<file path="config.mk">
export PLATFORM = sky130hd
export DESIGN_NAME = bus_cycle_gen
export DESIGN_NICKNAME = d
export VERILOG_FILES = /design/src/rtl/bcg_pkg.sv /design/src/rtl/bcg_seq.sv /design/src/rtl/bcg_refresh.sv /design/src/rtl/bus_cycle_gen.sv
export SDC_FILE = /design/constraint.sdc
export NUM_CORES = 1
export LEC_CHECK = 0
export ABC_AREA = 1
export ABC_CLOCK_PERIOD_IN_PS = 1400
export BUFFER_PORTS_ARGS = -buffer_cell sky130_fd_sc_hd__buf_2
export CAP_MARGIN = 20
export CORE_UTILIZATION = 44
export DETAILED_ROUTE_END_ITERATION = 7
export GPL_ROUTABILITY_DRIVEN = 0
export PLACE_DENSITY = 0.76
export REMOVE_ABC_BUFFERS = 1
export SLEW_MARGIN = 20
export SYNTH_ARGS = -nofsm -noshare
export SYNTH_HDL_FRONTEND = slang
export SYNTH_HIERARCHICAL = 1
export SYNTH_SLANG_ARGS = --single-unit
</file>
<file path="constraint.sdc">
create_clock -name clk_i -period 1.4 [get_ports clk_i]
set_input_delay 0.07 -clock clk_i [delete_from_list [all_inputs] [get_ports clk_i]]
set_output_delay 0.07 -clock clk_i [all_outputs]
set_load 0.02 [all_outputs]
</file>
<file path="src/rtl/bcg_pkg.sv">
package bcg_pkg;
  typedef enum logic [1:0] {
    K_FETCH = 2'd0,
    K_READ  = 2'd1,
    K_WRITE = 2'd2,
    K_RSVD  = 2'd3
  } kind_e;

  typedef enum logic [2:0] {
    S_IDLE = 3'd0,
    S_T1   = 3'd1,
    S_T2   = 3'd2,
    S_TW   = 3'd3,
    S_T3   = 3'd4,
    S_T4   = 3'd5
  } st_e;
endpackage

</file>
<file path="src/rtl/bcg_seq.sv">
module bcg_seq
  import bcg_pkg::*;
(
  input  logic       clk_i,
  input  logic       rst_ni,
  input  logic       req_i,
  input  logic [1:0] kind_i,
  input  logic       wait_ni,
  output st_e        st_o,
  output logic       fetch_o,
  output logic       write_o,
  output logic       start_o,
  output logic       capture_o,
  output logic       done_o
);
  st_e  st_q, st_d;
  logic fetch_q, write_q;

  assign start_o = (st_q == S_IDLE) && req_i;

  always_comb begin
    st_d = st_q;
    unique case (st_q)
      S_IDLE:     if (req_i) st_d = S_T1;
      S_T1:       st_d = S_T2;
      S_T2, S_TW: st_d = wait_ni ? S_T3 : S_TW;
      S_T3:       st_d = fetch_q ? S_T4 : S_IDLE;
      S_T4:       st_d = S_IDLE;
      default:    st_d = S_IDLE;
    endcase
  end

  always_ff @(posedge clk_i or negedge rst_ni) begin
    if (!rst_ni) begin
      st_q    <= S_IDLE;
      fetch_q <= 1'b0;
      write_q <= 1'b0;
    end else begin
      st_q <= st_d;
      if (start_o) begin
        fetch_q <= (kind_i == K_FETCH);
        write_q <= (kind_i == K_WRITE);
      end
    end
  end

  assign st_o      = st_q;
  assign fetch_o   = fetch_q;
  assign write_o   = write_q;
  assign capture_o = ((st_q == S_T2) || (st_q == S_TW)) && wait_ni;
  assign done_o    = ((st_q == S_T3) && !fetch_q) || (st_q == S_T4);
endmodule

</file>
<file path="src/rtl/bcg_refresh.sv">
module bcg_refresh #(
  parameter int ROW_W = 7
) (
  input  logic             clk_i,
  input  logic             rst_ni,
  input  logic             adv_i,
  output logic [ROW_W-1:0] row_o
);
  logic [ROW_W-1:0] row_q;

  always_ff @(posedge clk_i or negedge rst_ni) begin
    if (!rst_ni)    row_q <= '0;
    else if (adv_i) row_q <= row_q + 1'b1;  // natural wrap
  end

  assign row_o = row_q;
endmodule

</file>
<file path="src/rtl/bus_cycle_gen.sv">
module bus_cycle_gen
  import bcg_pkg::*;
#(
  parameter int AW    = 16,
  parameter int DW    = 8,
  parameter int HI_W  = 8,
  parameter int ROW_W = 7
) (
  input  logic            clk_i,
  input  logic            rst_ni,
  input  logic            req_i,
  input  logic [1:0]      kind_i,
  input  logic [AW-1:0]   addr_i,
  input  logic [DW-1:0]   wdata_i,
  input  logic [HI_W-1:0] rfsh_hi_i,
  input  logic            wait_ni,
  input  logic [DW-1:0]   data_i,
  output logic            done_o,
  output logic [DW-1:0]   rdata_o,
  output logic [AW-1:0]   addr_o,
  output logic [DW-1:0]   data_o,
  output logic            data_oe_o,
  output logic            mreq_no,
  output logic            rd_no,
  output logic            wr_no,
  output logic            m1_no,
  output logic            rfsh_no
);
  localparam int LOW_W = AW - HI_W;

  st_e              st;
  logic             fetch, write, start, capture;
  logic [ROW_W-1:0] row;
  logic [AW-1:0]    addr_q;
  logic [DW-1:0]    wdata_q, rdata_q;
  logic             access, strobe_ph, rfsh_ph;

  bcg_seq u_seq (
    .clk_i    (clk_i),
    .rst_ni   (rst_ni),
    .req_i    (req_i),
    .kind_i   (kind_i),
    .wait_ni  (wait_ni),
    .st_o     (st),
    .fetch_o  (fetch),
    .write_o  (write),
    .start_o  (start),
    .capture_o(capture),
    .done_o   (done_o)
  );

  bcg_refresh #(.ROW_W(ROW_W)) u_rfsh (
    .clk_i (clk_i),
    .rst_ni(rst_ni),
    .adv_i (st == S_T4),
    .row_o (row)
  );

  always_ff @(posedge clk_i or negedge rst_ni) begin
    if (!rst_ni) begin
      addr_q  <= '0;
      wdata_q <= '0;
      rdata_q <= '0;
    end else begin
      if (start) begin
        addr_q  <= addr_i;
        wdata_q <= wdata_i;
      end
      if (capture && !write) rdata_q <= data_i;
    end
  end

  assign access    = (st == S_T1) || (st == S_T2) || (st == S_TW);
  assign strobe_ph = (st == S_T2) || (st == S_TW);
  assign rfsh_ph   = fetch && ((st == S_T3) || (st == S_T4));

  assign mreq_no   = !(access || (fetch && st == S_T3));
  assign rd_no     = !(access && !write);
  assign wr_no     = !(strobe_ph && write);
  assign m1_no     = !(access && fetch);
  assign rfsh_no   = !rfsh_ph;
  assign data_oe_o = write && (st != S_IDLE);
  assign data_o    = wdata_q;
  assign rdata_o   = rdata_q;
  assign addr_o    = rfsh_ph ? {rfsh_hi_i, LOW_W'(row)} : addr_q;
endmodule

</file>
# After elaboration in Yosys (flattened, before gate mapping)
# Cells that the tools add are included.
# classes
n_reduce_logical	27
addsub	1
mux	5
eq_ne	7
# ops
op	count
$mux 16	1
$pmux 3 s4	1
$logic_and 1x1->1	10
$mux 3	3
$add 7x1->7 const B	1
$logic_not 1->1	7
$eq 3x2->1 const B	2
$eq 3x3->1 const B	2
$logic_or 1x1->1	6
$eq 3x1->1 const B	1
$logic_not 3->1	1
$reduce_bool 3->1	1
$eq 2x2->1 const B	1
$logic_not 2->1	1
$ne 2x2->1 const B	1
$reduce_or 2->1	1
# totals
reg_bits	44
output_inout_bits	39
input_bits	46
elab_cells	47

# Depth between registers and ports, before layout
# depth
ltp_word	5
mapped_depth	10
depth_no_buf	8

# Hierarchy
# The synthesis kept the hierarchy.
# by_module_without_submodules
mod	seq_area_each_um2	n_inst	area_per_inst_um2	cells_each
bus_cycle_gen	800.8	1	1586.5	205
bcg_refresh	175.2	1	334.1	33
bcg_seq	125.1	1	255.2	35

# Worst setup path before layout
# Ideal clock, no wire load.
# synth_timing
path_type	register to register
start	register u_seq.st_q[2], in the netlist u_seq/st_o[2]
end	register u_rfsh.row_q[6], in the netlist u_rfsh/row_o[6]
setup_ns	0.117
arrival_ns	1.364
path_buffers	2
stages_incl_launch_ff	10
period_less_slack_ns	1.481
required_ns	1.283
setup_slack_ns	-0.081
cell_sequence	dfrtp_1 buf_4 buf_4 nand2_1 nor2_1 nand2_2 nor2_4 nand2_1 nand2_1 nand2_1
# synth_via
elab_chain_cells	1
# synth_rtl
element	line	rtl
start, declared	bcg_seq.sv:16	st_e st_q, st_d;
start signal, assigned	bcg_seq.sv:39	st_q <= st_d;
$eq 3x3->1	bus_cycle_gen.sv:55	.adv_i (st == S_T4),
end signal, assigned	bcg_refresh.sv:13	else if (adv_i) row_q <= row_q + 1'b1;
end, declared	bcg_refresh.sv:9	logic [ROW_W-1:0] row_q;
# No other way between the ends.
# A chain may end at the register's enable or synchronous reset.

# Worst setup path after layout
# layout_timing
start	register u_seq.st_q[2], in the netlist u_seq/st_o[2]
end	output addr_o[5]
# layout_via
elab_chain_cells	4
elab_cells_between_ends	5
classes_between	2 x eq/ne; 1 x mux; 2 x reduce/logical
# layout_rtl
element	line	rtl
$eq 3x3->1	bus_cycle_gen.sv:75	assign rfsh_ph = fetch && ((st == S_T3) || (st == S_T4));
$logic_or 1x1->1 *	bus_cycle_gen.sv:75	
$logic_and 1x1->1 *	bus_cycle_gen.sv:75	
$mux 16 *	bus_cycle_gen.sv:85	assign addr_o = rfsh_ph ? {rfsh_hi_i, LOW_W'(row)} : addr_q;
end, declared	bus_cycle_gen.sv:20	output logic [AW-1:0] addr_o,
# Mark *: on every way between the ends. The rest lies on a longest branch, timed or not.

==> out/summary.json <==
{
  "cap_viol_max_count": {"value": 0},
  "fraction_of_layout_cells_with_a_size_suffix_above_1": {"value": 35.8, "unit": "%"},
  "num_vias": {"value": 2297},
  "cts.reportedPaths.clkPinSlew": {"value": 80, "unit": "ps"},
  "route.final.wire_length": {"value": 6450, "unit": "um"},
  "worst_setup_path_end_kind": {"value": "output pin"},
  "cts_buffers": {"value": 5},
  "register_cell_area_after_layout": {"value": 1100, "unit": "um^2"},
  "ys.warnings.count": {"value": 6},
  "final.fill_count": {"value": 353},
  "worst_path_most_repeated_cell": {"value": "sky130_fd_sc_hd__nand2_2"},
  "i_o_pins": {"value": 85},
  "synth-adder-area-share": {"value": 0.575, "unit": "%"},
  "port_buffers": {"value": 84},
  "grt_setup_unrepaired": {"value": "yes"},
  "grt_antenna_before_repair": {"value": 0},
  "grt_overflow_total": {"value": 0},
  "finalSetupViolCount": {"value": 0},
  "x_dimension_of_the_die": {"value": 72.3, "unit": "um"},
  "path_cells": {"value": "buf_12 > nand3_4 > nand2_2 > nand2_2 > buf_6"},
  "vdd.ir_drop.worst": {"value": 1240, "unit": "uV"},
  "synth_top_cells_by_area": {"value": "sky130_fd_sc_hd__dfrtp_1 (51%), sky130_fd_sc_hd__nand2_1 (17%), sky130_fd_sc_hd__inv_1 (6.6%)"},
  "hold_path_class": {"value": "in -> reg"},
  "netlist_instances": {"value": 273},
  "initialDrtViolationCount": {"value": 166},
  "post-route-util": {"value": 71.0, "unit": "%"},
  "grt_pass1_wl": {"value": 9090, "unit": "um"},
  "worst_clock_skew": {"value": 6.46, "unit": "ps"},
  "die-area": {"value": 5230, "unit": "um^2"},
  "htree_levels": {"value": 2},
  "clk-insertion-delay-late": {"value": 300, "unit": "ps"},
  "finalInstanceArea": {"value": 3380, "unit": "um^2"},
  "crit_fanout": {"value": 13},
  "multi_input_comb_area": {"value": 928, "unit": "um^2"},
  "clk_path_buf_depth": {"value": 2},
  "period_share": {"value": 99.9, "unit": "%"},
  "cts_sinks": {"value": 44},
  "worstSetupStartpointType": {"value": "flip-flop"},
  "worst_ep_arrival_time": {"value": 1330, "unit": "ps"},
  "synth_area": {"value": 2180, "unit": "um^2"},
  "grt_start_max_net_pins": {"value": 43},
  "cp_required": {"value": 1330, "unit": "ps"},
  "ys_ff_latch": {"value": 44},
  "detailed_route_drc_error_count": {"value": 0},
  "synth_compound_area_share": {"value": 6.84, "unit": "%"},
  "total_power": {"value": 0.00694, "unit": "W"},
  "fin_nets": {"value": 447},
  "clock_tree.root_cell": {"value": "sky130_fd_sc_hd__clkbuf_8"},
  "core_area": {"value": 4750, "unit": "um^2"},
  "timing.critical_path.buf_inv": {"value": 2},
  "power_density": {"value": 2050, "unit": "nW/um^2"},
  "synth_seq_area_share": {"value": 50.6, "unit": "%"},
  "drtPass1Iterations": {"value": 5},
  "relSlewSlack": {"value": 68.5, "unit": "%"},
  "finalHoldViolations": {"value": 0},
  "synth-xor-area-share": {"value": 1.61, "unit": "%"},
  "final.setup.tns": {"value": 0, "unit": "ps"},
  "worst_stage_delay_on_the_critical_path": {"value": 390, "unit": "ps"},
  "synthesized_area_fraction_occupied_by_and_or_nand_nor_cells": {"value": 28.9, "unit": "%"},
  "start_util": {"value": 45.8, "unit": "%"},
  "timing_max_transition_violations_final": {"value": 0},
  "first_global_vias": {"value": 2049},
  "status": {"value": "completed"},
  "ant_nets": {"value": 0},
  "placementRows": {"value": 25},
  "fmaxAchievable": {"value": 715, "unit": "MHz"},
  "synth.area.mux_share": {"value": 0.518, "unit": "%"},
  "place.detailed.hpwl": {"value": 3450, "unit": "um"},
  "synth_area_per_cell": {"value": 7.97, "unit": "um^2"},
  "dominant_combinational_cell_family_by_area_after_synthesis": {"value": "simple AND/OR/NAND/NOR gates"},
  "wire_per_inst": {"value": 13.8, "unit": "um"},
  "drt-vias-per-instance": {"value": 4.92},
  "post_dp_cell_area": {"value": 2680, "unit": "um^2"},
  "gr-usage-all-layers": {"value": 22.9, "unit": "%"},
  "numPlacedInstances": {"value": 420},
  "area_added_between_synthesis_and_finish": {"value": 55.1, "unit": "%"},
  "post_synth_top_area_share": {"value": 50.6, "unit": "%"},
  "leakagePower": {"value": 1.78, "unit": "nW"},
  "critPathTopFamily": {"value": "flip-flops"},
  "crit_path_time_final": {"value": 1400, "unit": "ps"},
  "synth_top_cell_by_area": {"value": "sky130_fd_sc_hd__dfrtp_1"},
  "timing_worst_setup_path_type": {"value": "reg -> out"},
  "slowest_stage": {"value": "sky130_fd_sc_hd__dfrtp_1"},
  "cts_tree": {"value": "built"},
  "die_h": {"value": 72.3, "unit": "um"},
  "worstMarginPinSlew": {"value": 473, "unit": "ps"},
  "final-instance-count-excl-fill": {"value": 467},
  "yosysUniqueCellTypes": {"value": 25},
  "num_antenna_cells": {"value": 0}
}
[layout make-up]
| cell class | instances | share of cell area [%] |
|---|---|---|
| Sequential cell | 44 | 32.7 |
| Timing Repair Buffer | 131 | 30.2 |
| Multi-Input combinational cell | 178 | 27.5 |
| Inverter | 40 | 4.82 |
| Tap cell | 67 | 2.48 |
| Clock buffer | 6 | 2.15 |
| Clock inverter | 1 | 0.148 |
[where the power goes]
group	leakage [nW]	internal, W	switching (W)
Combinational	1.18	0.00165	0.00227
Clock	0.0410	0.000340	0.000430
Sequential	0.550	0.00182	0.000420
[cell usage after synthesis (all sizes together)]
cell	count
nor2	12
xnor2	1
inv	40
mux2	1
o22ai	1
o21ai	25
nand3	14
ha	1
nand4	15
buf	12
nand2	99
clkbuf	1
nand3b	1
o31ai	1
xor2	3
dfrtp	44
a21oi	2
[cell usage in the layout (no fill, tap or decap), types with 2 or more instances in the layout]
master / synthesis / routed
sky130_fd_sc_hd__buf_4: 6 / 15
sky130_fd_sc_hd__clkbuf_8: 0 / 5
sky130_fd_sc_hd__buf_2: 5 / 69
sky130_fd_sc_hd__nand2_1: 97 / 91
sky130_fd_sc_hd__nor2_4: 2 / 5
sky130_fd_sc_hd__dfrtp_2: 0 / 3
sky130_fd_sc_hd__nand2_2: 2 / 8
sky130_fd_sc_hd__dfrtp_1: 44 / 41
sky130_fd_sc_hd__clkbuf_16: 0 / 2
sky130_fd_sc_hd__nand4_1: 15 / 15
sky130_fd_sc_hd__inv_2: 2 / 3
sky130_fd_sc_hd__dlygate4sd3_1: 0 / 25
sky130_fd_sc_hd__clkinv_4: 0 / 2
sky130_fd_sc_hd__buf_12: 0 / 4
sky130_fd_sc_hd__o21ai_0: 25 / 23
sky130_fd_sc_hd__inv_1: 38 / 34
sky130_fd_sc_hd__xor2_1: 3 / 3
sky130_fd_sc_hd__buf_6: 0 / 16
sky130_fd_sc_hd__nand3_4: 1 / 3
sky130_fd_sc_hd__nand3_1: 12 / 11
sky130_fd_sc_hd__nand3_2: 1 / 2
sky130_fd_sc_hd__nor2_1: 9 / 6
[registers in the layout, indices dropped and copies added, names as in the netlist]
name           cells
addr_q            16
data_o             8
rdata_o            8
u_rfsh/row_o       7
u_seq/st_o         3
u_seq/fetch_o      1
u_seq/write_o      1
[metrics by stage]
| step | hold slack (ps) | worst slack, ps |
|---|---|---|
| 2_1_floorplan | -226 | -223 |
| 3_3_place_gp | 32.3 | 121 |
| 3_5_place_dp | 42.6 | 77.6 |
| 4_1_cts | 0.587 | -20.7 |
| 5_1_grt | 0.115 | -60.5 |
| 6_report | 2.08 | 1.25 |
[path summary, 6_finish.rpt]
path                               start            end  slack [ps]  depth (start not counted)
setup reg to reg           u_seq/st_o[1]      addr_q[3]          40                          7
min in group asynchronous         rst_ni      data_o[7]         250                          2
setup / recovery           u_seq/st_o[2]      addr_o[5]           1                          5
hold / removal                 addr_i[0]      addr_q[0]           2                          3
hold reg to reg               rdata_o[3]     rdata_o[3]         480                          2
max in group asynchronous         rst_ni  u_seq/fetch_o         640                          3
[logic make-up after synthesis]
logic type      after synthesis
compound gates               29
mux                           1
buf+inv                      53
flops                        44
fa+ha+maj                     1
xor+xnor                      4
simple gates                141
[worst reg2reg max path, cell delays in order (launching register included)]
cell	delay, ps
sky130_fd_sc_hd__dfrtp_2	450
sky130_fd_sc_hd__buf_4	180
sky130_fd_sc_hd__nor2_4	120
sky130_fd_sc_hd__nand3_4	110
sky130_fd_sc_hd__clkinv_4	100
sky130_fd_sc_hd__buf_12	130
sky130_fd_sc_hd__nand2_1	80
sky130_fd_sc_hd__o21ai_1	110
[per-layer routing]
| metal | track usage (%) | wire [um] |
|---|---|---|
| met5 | 0 | 0 |
| met4 | 10.5 | 227 |
| met3 | 4.72 | 284 |
| met2 | 39.5 | 3290 |
| met1 | 27.4 | 2650 |
[what timing repair did]
action,4_1_cts,5_1_grt
hold buffers,24,1
hold endpoints to repair,41,1
setup buffers,5,5
resized for setup,18,48
endpoints found under the setup margin,22,52
pin swaps,1,19
cloned,1,4
No activity file was read; power rests on OpenSTA's default activity.
